**src/rtl/sbus_pkg.sv**
```systemverilog
package sbus_pkg;

    parameter int WORD_W  = 16;
    parameter int NREG    = 4;
    parameter int OFS_W   = 10;
    parameter int SEL_LSB = 10;
    parameter int SEL_W   = $clog2(NREG);
    parameter int OPC_LSB = SEL_LSB + SEL_W;
    parameter int OPC_W   = WORD_W - OPC_LSB;
    parameter int NSRC    = 5;

    typedef logic [WORD_W-1:0] word_t;

    typedef enum logic [1:0] {
        ALU_ADD = 2'd0,
        ALU_SUB = 2'd1,
        ALU_AND = 2'd2,
        ALU_OR  = 2'd3
    } alu_op_e;

    typedef struct packed {
        word_t value;
        logic  neg;
        logic  zero;
        logic  ovf;
    } alu_res_t;

    function automatic word_t sext_offset(input logic [OFS_W-1:0] ofs);
        return {{(WORD_W-OFS_W){ofs[OFS_W-1]}}, ofs};
    endfunction

endpackage

```
**src/rtl/sbus_alu.sv**
```systemverilog
module sbus_alu
    import sbus_pkg::*;
(
    input  word_t    opa,
    input  word_t    opb,
    input  logic     cin,
    input  alu_op_e  op,
    output alu_res_t res
);
    word_t eff_b;
    word_t sum;
    logic  arith;

    always_comb begin
        eff_b = (op == ALU_SUB) ? ~opb : opb;
        arith = (op == ALU_ADD) || (op == ALU_SUB);
        sum   = opa + eff_b + {{(WORD_W-1){1'b0}}, (op == ALU_SUB) ? 1'b1 : cin};
        unique case (op)
            ALU_AND: res.value = opa & opb;
            ALU_OR:  res.value = opa | opb;
            default: res.value = sum;
        endcase
        res.neg  = res.value[WORD_W-1];
        res.zero = (res.value == '0);
        res.ovf  = arith && (opa[WORD_W-1] == eff_b[WORD_W-1])
                         && (sum[WORD_W-1] != opa[WORD_W-1]);
    end
endmodule

```
**src/rtl/sbus_bus_mux.sv**
```systemverilog
module sbus_bus_mux
    import sbus_pkg::*;
#(
    parameter int N = NSRC
) (
    input  logic [N-1:0]        oe,
    input  logic [N*WORD_W-1:0] src,
    output word_t               bus
);
    word_t masked [N];

    for (genvar i = 0; i < N; i++) begin : g_src
        assign masked[i] = oe[i] ? src[i*WORD_W +: WORD_W] : '0;
    end

    always_comb begin
        bus = '0;
        for (int i = 0; i < N; i++) begin
            bus = bus | masked[i];
        end
    end
endmodule

```
**src/rtl/sbus_regfile.sv**
```systemverilog
module sbus_regfile
    import sbus_pkg::*;
#(
    parameter int DEPTH = NREG,
    localparam int AW   = $clog2(DEPTH)
) (
    input  logic          clk,
    input  logic          rst,
    input  logic          we,
    input  logic [AW-1:0] sel,
    input  word_t         wdata,
    output word_t         rdata
);
    word_t regs [DEPTH];

    for (genvar i = 0; i < DEPTH; i++) begin : g_reg
        always_ff @(posedge clk) begin
            if (rst) begin
                regs[i] <= '0;
            end else if (we && (sel == AW'(i))) begin
                regs[i] <= wdata;
            end
        end
    end

    assign rdata = regs[sel];
endmodule

```
**src/rtl/sbus_datapath.sv**
```systemverilog
module sbus_datapath
    import sbus_pkg::*;
(
    input  logic              clk,
    input  logic              rst,
    input  logic              pc_oe,
    input  logic              pc_le,
    input  logic              mar_le,
    input  logic              mdr_oe,
    input  logic              ir_le,
    input  logic              irf_oe,
    input  logic              gpr_oe,
    input  logic              gpr_le,
    input  logic              y_le,
    input  logic              y_clr,
    input  logic              cin,
    input  logic [1:0]        alu_op,
    input  logic              z_le,
    input  logic              z_oe,
    input  logic              rd_req,
    input  logic [WORD_W-1:0] mem_rdata,
    input  logic              mem_mfc,
    output logic [WORD_W-1:0] mem_addr,
    output logic              mem_rd,
    output logic [OPC_W-1:0]  ir_opcode,
    output logic              flag_n,
    output logic              flag_z,
    output logic              flag_v
);
    localparam int SRC_BITS = NSRC * WORD_W;

    word_t    pc_q, mar_q, mdr_q, ir_q, y_q, z_q;
    word_t    bus, gpr_rd, alu_a;
    alu_res_t alu_res;
    logic [NSRC-1:0]     oe_vec;
    logic [SRC_BITS-1:0] src_vec;

    assign oe_vec  = {z_oe, gpr_oe, irf_oe, mdr_oe, pc_oe};
    assign src_vec = {z_q, gpr_rd, sext_offset(ir_q[OFS_W-1:0]), mdr_q, pc_q};

    sbus_bus_mux #(.N(NSRC)) u_mux (
        .oe  (oe_vec),
        .src (src_vec),
        .bus (bus)
    );

    sbus_regfile #(.DEPTH(NREG)) u_rf (
        .clk   (clk),
        .rst   (rst),
        .we    (gpr_le),
        .sel   (ir_q[SEL_LSB +: SEL_W]),
        .wdata (bus),
        .rdata (gpr_rd)
    );

    assign alu_a = y_clr ? '0 : y_q;

    sbus_alu u_alu (
        .opa (alu_a),
        .opb (bus),
        .cin (cin),
        .op  (alu_op_e'(alu_op)),
        .res (alu_res)
    );

    always_ff @(posedge clk) begin
        if (rst) begin
            pc_q   <= '0;
            mar_q  <= '0;
            mdr_q  <= '0;
            ir_q   <= '0;
            y_q    <= '0;
            z_q    <= '0;
            flag_n <= 1'b0;
            flag_z <= 1'b0;
            flag_v <= 1'b0;
        end else begin
            if (pc_le)   pc_q  <= bus;
            if (mar_le)  mar_q <= bus;
            if (mem_mfc) mdr_q <= mem_rdata;
            if (ir_le)   ir_q  <= bus;
            if (y_le)    y_q   <= bus;
            if (z_le) begin
                z_q    <= alu_res.value;
                flag_n <= alu_res.neg;
                flag_z <= alu_res.zero;
                flag_v <= alu_res.ovf;
            end
        end
    end

    assign mem_addr  = mar_q;
    assign mem_rd    = rd_req;
    assign ir_opcode = ir_q[OPC_LSB +: OPC_W];
endmodule

```
**config.mk**
```make
export PLATFORM = sky130hd
export DESIGN_NAME = sbus_datapath
export DESIGN_NICKNAME = d
export VERILOG_FILES = /design/src/rtl/sbus_pkg.sv /design/src/rtl/sbus_alu.sv /design/src/rtl/sbus_bus_mux.sv /design/src/rtl/sbus_regfile.sv /design/src/rtl/sbus_datapath.sv
export SDC_FILE = /design/constraint.sdc
export NUM_CORES = 1
export LEC_CHECK = 0
export ABC_AREA = 1
export ABC_CLOCK_PERIOD_IN_PS = 6350
export BUFFER_PORTS_ARGS = -buffer_cell sky130_fd_sc_hd__buf_2
export CORE_MARGIN = 5
export CORE_UTILIZATION = 55
export CTS_CLUSTER_DIAMETER = 200
export CTS_CLUSTER_SIZE = 16
export DETAILED_ROUTE_END_ITERATION = 8
export PLACE_DENSITY = 0.79
export SKIP_LAST_GASP = 1
export SYNTH_ARGS = -nofsm -noshare
export SYNTH_HDL_FRONTEND = slang
export SYNTH_HIERARCHICAL = 1
export SYNTH_SLANG_ARGS = --single-unit
```
**constraint.sdc**
```tcl
create_clock -name clk -period 6.35 [get_ports clk]
set_clock_uncertainty 0.15 [all_clocks]
set_input_delay 0.9525 -clock clk [delete_from_list [all_inputs] [get_ports clk]]
set_output_delay 0.9525 -clock clk [all_outputs]
set_load 0.02 [all_outputs]
```
* Word-level counts from Yosys, hierarchy flattened *
Memories as Yosys holds them, arrays and structs flattened. A register that Yosys moved wholly into a read port is not among the register bits.
Cells that the tools add are included.

cells by class
  reduce and logical (&&, ||, !) cells = 10
  bitwise gates (word level) = 11
  $add $sub $neg = 2
  multiplexer cells = 29
  equal/unequal tests = 8

operators by type and width
  kind                                                  count
  two-way mux 16 bit                                    11
  OR 16 bit                                             5
  case mux 16 bit (2 select lines)                      1
  adder 16 x 1 -> 16 bit                                1
  adder 16 bit                                          1
  AND 16 bit                                            1
  zero test 16 bit                                      1
  NOT 16 bit                                            1
  two-way mux 1 bit                                     15
  equality test 2 bit (second input constant)           4
  logical AND 1 bit                                     6
  equality test 2 x 1 -> 1 bit (second input constant)  2
  zero test 2 bit                                       2
  two-way mux 2 bit                                     2
  OR 1 bit                                              4
  equality test 1 bit                                   1
  logical OR 1 bit                                      1
  != test 1 bit                                         1

storage, ports and cells
  RAM bits = 64
  input port bits = 35
  output and inout port bits = 24
  flip-flop bits (word level) = 99
  logic and storage cells = 70
  memories = 1

memories
  memory     words  bits a word  rd ports  clocked after memory_dff  wr ports  line                RTL
  u_rf.regs  4      16           1         1                         4         sbus_regfile.sv:14  word_t regs [DEPTH];

* Longest topological paths before layout *
  depth after elaboration = 11
  depth in mapped cells = 33

* By module *
Netlist, hierarchy kept.

by module, submodules not included
  module         area each (um^2)  cells an instance  sequential area each (um^2)  times used
  sbus_datapath  3998.8            615                1981.9                       1
  sbus_regfile   3153.0            323                1921.8                       1
  sbus_alu       1537.7            294                0.0                          1
  sbus_bus_mux   799.5             186                0.0                          1

* Worst setup path after synthesis *
OpenSTA, ideal clock, no wires.

  path type = input-to-reg
  start point = input alu_op[1]
  end point = register flag_z
  library setup time = 0.064 ns
  buffers on the path = 2
  arrival time = 3.523 ns
  cell stages on the path = 21
  slack = 2.613 ns
  cells stage by stage = buf_6 -> nor2_8 -> buf_2 -> xor2_1 -> fa_1 -> inv_1 -> fa_1 -> or2_1 -> nand3_1 -> nand2_1 -> nor2_1 -> nand2_1 -> nor2_1 -> nand3_1 -> nor2_1 -> nand3_1 -> nor2_1 -> inv_1 -> nand2_1 -> nand2_1 -> nor2_1

RTL lines
  element                 line                 RTL
  start: declaration      sbus_datapath.sv:17  input logic [1:0] alu_op,
  end signal: assignment  sbus_datapath.sv:86  flag_z <= alu_res.zero;
  end: declaration        sbus_datapath.sv:27  output logic flag_z,

==> impl_metrics.csv <==
group,metric,value,unit
clocking,numCtsBuffers,17,
final_layout,drive_gt1_frac,0.1015,
grt,grt_usage,0.2424,
final_layout,area_growth,6.659,%
floorplan,die_h,141.4,microns
worst_setup_path,required,6.57,ns
power_and_ir_drop,total_power,2.932,mW
synthesis,yosysTopAreaCell,"nand2_1",
floorplan,start_util,0.5544,
worst_setup_path,crit_top_cell,"nand2_1",
placed_design,portBuffers,56,
sta,worst_pin_slew,0.9965,ns
power_and_ir_drop,p_clk_frac,0.328,
routing,via_per_inst,5.141,
synthesis,syn_area,9489,sq um
clocking,cts_resized,0,
grt,antenna_found_initial,0,
routing,drt-total-wl,24270,microns
grt,grt_pass1_wl,38760,microns
sta,final.setup.tns,0,ns
clocking,cts_root_buf,"clkbuf_16",
grt,grt.overflow.total,0,
worst_setup_path,path_max_fanout,33,
floorplan,die_x,141.4,microns
placed_design,hpwlAfterDp,16700,microns
clocking,cts_sinks,163,
routing,first_pass_iters,5,
clocking,cts_tree,"done",
grt,grt_max_degree,100,
sta,post-route-period-util,0.7010,
synthesis,ys_ff_latch,163,
worst_setup_path,critical_path.max_stage_delay,0.83,ns
clocking,ctsHtreeMaxLevel,4,
synthesis,syn_nets,1469,
power_and_ir_drop,swShare,0.3457,
outcome,status,"finished, final reports clean",
floorplan,rows,48,
power_and_ir_drop,cellPowerDensity,289.7,nW/um^2
sta,period_needed,4.451,ns
final_layout,post-route-util,0.5913,
clocking,cts.reportedPaths.clkPinSlew,0.07,ns
clocking,cts_hold_buf,0,
routing,final_antenna_net_count,0,
routing,wl_per_cell,14.59,microns
synthesis,ys_warn_count,6,
placed_design,place.gp.congestion,0.9691,
power_and_ir_drop,switching_power,1.014,mW
power_and_ir_drop,ir_worst_vdd,0.0001908,V
synthesis,synth.distinct_cells,37,
worst_setup_path,critPathSlowestCell,"dfxtp_1",
synthesis,synth-seq-area-share,0.4114,
sta,drv_slew,0,
power_and_ir_drop,p_int,1.918,mW
final_layout,final_area,10120,sq um
sta,hold_ws,0.3219,ns
synthesis,synthCells,1418,
job,cap_violations,0,
synthesis,synth.top_cell.area_share,0.2172,
sta,rsz0062_at_grt,"false",
clocking,insertion_delay,0.43,ns
worst_setup_path,critPathLaunchType,"flip-flop",
sta,fmax,224.7,MHz
floorplan,die_area,19980,sq um
final_layout,final_nets,1476,
clocking,cts_setup_buffers,0,
sta,finalSetupViolCount,0,
clocking,ctsLongestPathBuffers,2,
power_and_ir_drop,comb_power_share,0.256,
routing,vias,8550,
grt,first_global_vias,7713,
routing,drc,0,
power_and_ir_drop,power.leakage,5.381,nW
routing,drtIter0Drc,745,
hold_path,worstHoldPathType,"reg -> reg",
sta,worst_slew_margin_rel,0.3357,
worst_setup_path,endpoint_kind,"flip-flop",
placed_design,place_area,9569,sq um
power_and_ir_drop,pwr-share-seq,0.416,
synthesis,synth_area_leaders,"nand2_1 (22%), dfxtp_1 (21%), edfxtp_1 (20%)",
floorplan,core-area,17120,sq um
worst_setup_path,cp.arrival,4.67,ns
sta,timing_hold_violations_final,0,
worst_setup_path,worstSetupPathType,"reg -> reg",
floorplan,io_pins,59,
synthesis,avgSynthCellArea,6.692,sq um
final_layout,n_antenna_cell,0,
## layer usage
metal | GRT usage | part of all wire
met1 | 0.3257 | 0.42
met3 | 0.04146 | 0.074
met5 | 0 | 0
met2 | 0.3933 | 0.47
met4 | 0.09128 | 0.031
## state kept, by name (all words and copies together) (netlist names)
register,count
u_rf/regs,64
ir_q,16
mdr_q,16
mem_addr,16
pc_q,16
y_q,16
z_q,16
flag_n,1
flag_v,1
flag_z,1
## layout make-up
class / count / area, sq um
Clock buffer: 19 / 452.9
Multi-Input combinational cell: 1021 / 4466
Timing Repair Buffer: 59 / 302.8
Tap cell: 225 / 281.5
Fill cell: 1592 / 6995
Inverter: 163 / 615.6
Clock inverter: 13 / 98.84
Sequential cell: 163 / 3904
## stage by stage
step,instances,setup WS [ns]
global placement,1631,2.116
CTS,1663,1.924
floorplan,1418,2.613
finish,1663,1.899
global route,1663,1.478
detailed placement,1631,2.003
## power by group through the flow
stage / Clock [mW] / Combinational (mW) / Sequential (mW)
3_3_place_gp: 0 / 0.715 / 1.24
5_1_grt: 1.01 / 0.837 / 1.23
2_1_floorplan: 0 / 0.550 / 1.24
4_1_cts: 0.967 / 0.738 / 1.22
3_5_place_dp: 0 / 0.731 / 1.24
6_report: 0.962 / 0.750 / 1.22
## critical path, delay by kind of cell (launching register included)
kind          cells  cell delay, ns
buf+inv           5            0.64
fa+ha+maj         2            0.84
flops             1            0.83
xor+xnor          1            0.08
simple gates     20            1.84
## placed cells by master (no fill, tap or decap), drive strengths merged
master	Yosys	final
dfxtp	99	99
a22oi	1	1
nand2	561	561
nor3	34	34
ha	14	14
a31oi	10	10
nand3	37	37
edfxtp	64	64
clkinv	2	6
nand4	4	4
o31ai	1	1
inv	161	168
o21ai	7	7
clkinvlp	0	2
buf	69	59
a21oi	15	15
clkbuf	2	19
a21o	2	2
xor2	16	16
or2	2	2
fa	2	2
nor2	311	311
nand3b	3	3
o21bai	1	1
## cells in the mapped netlist, drive strengths merged
library cell,n
nand3,37
edfxtp,64
ha,14
inv,161
a22oi,1
nor3,34
a21o,2
buf,69
or2,2
fa,2
clkbuf,2
xor2,16
nor2,311
a21oi,15
o21ai,7
nand4,4
dfxtp,99
clkinv,2
o31ai,1
a31oi,10
nand3b,3
o21bai,1
nand2,561
## cells by family after synthesis
kind of cell    synth area share
xor+xnor                 0.01477
simple gates              0.4102
compound gates           0.02294
buf+inv                   0.1180
fa+ha+maj                0.02268
flops                     0.4114
## final timing paths
| path | startpoint | to | slack, ns | cells past startpoint |
|---|---|---|---|---|
| min reg2reg | mem_addr[12] | mem_addr[12] | 0.32 | 2 |
| max reg2reg | ir_q[10] | flag_z | 1.90 | 28 |
| min | mem_addr[12] | mem_addr[12] | 0.32 | 2 |
| max | ir_q[10] | flag_z | 1.90 | 28 |
No activity file was read; power rests on OpenSTA's default activity.
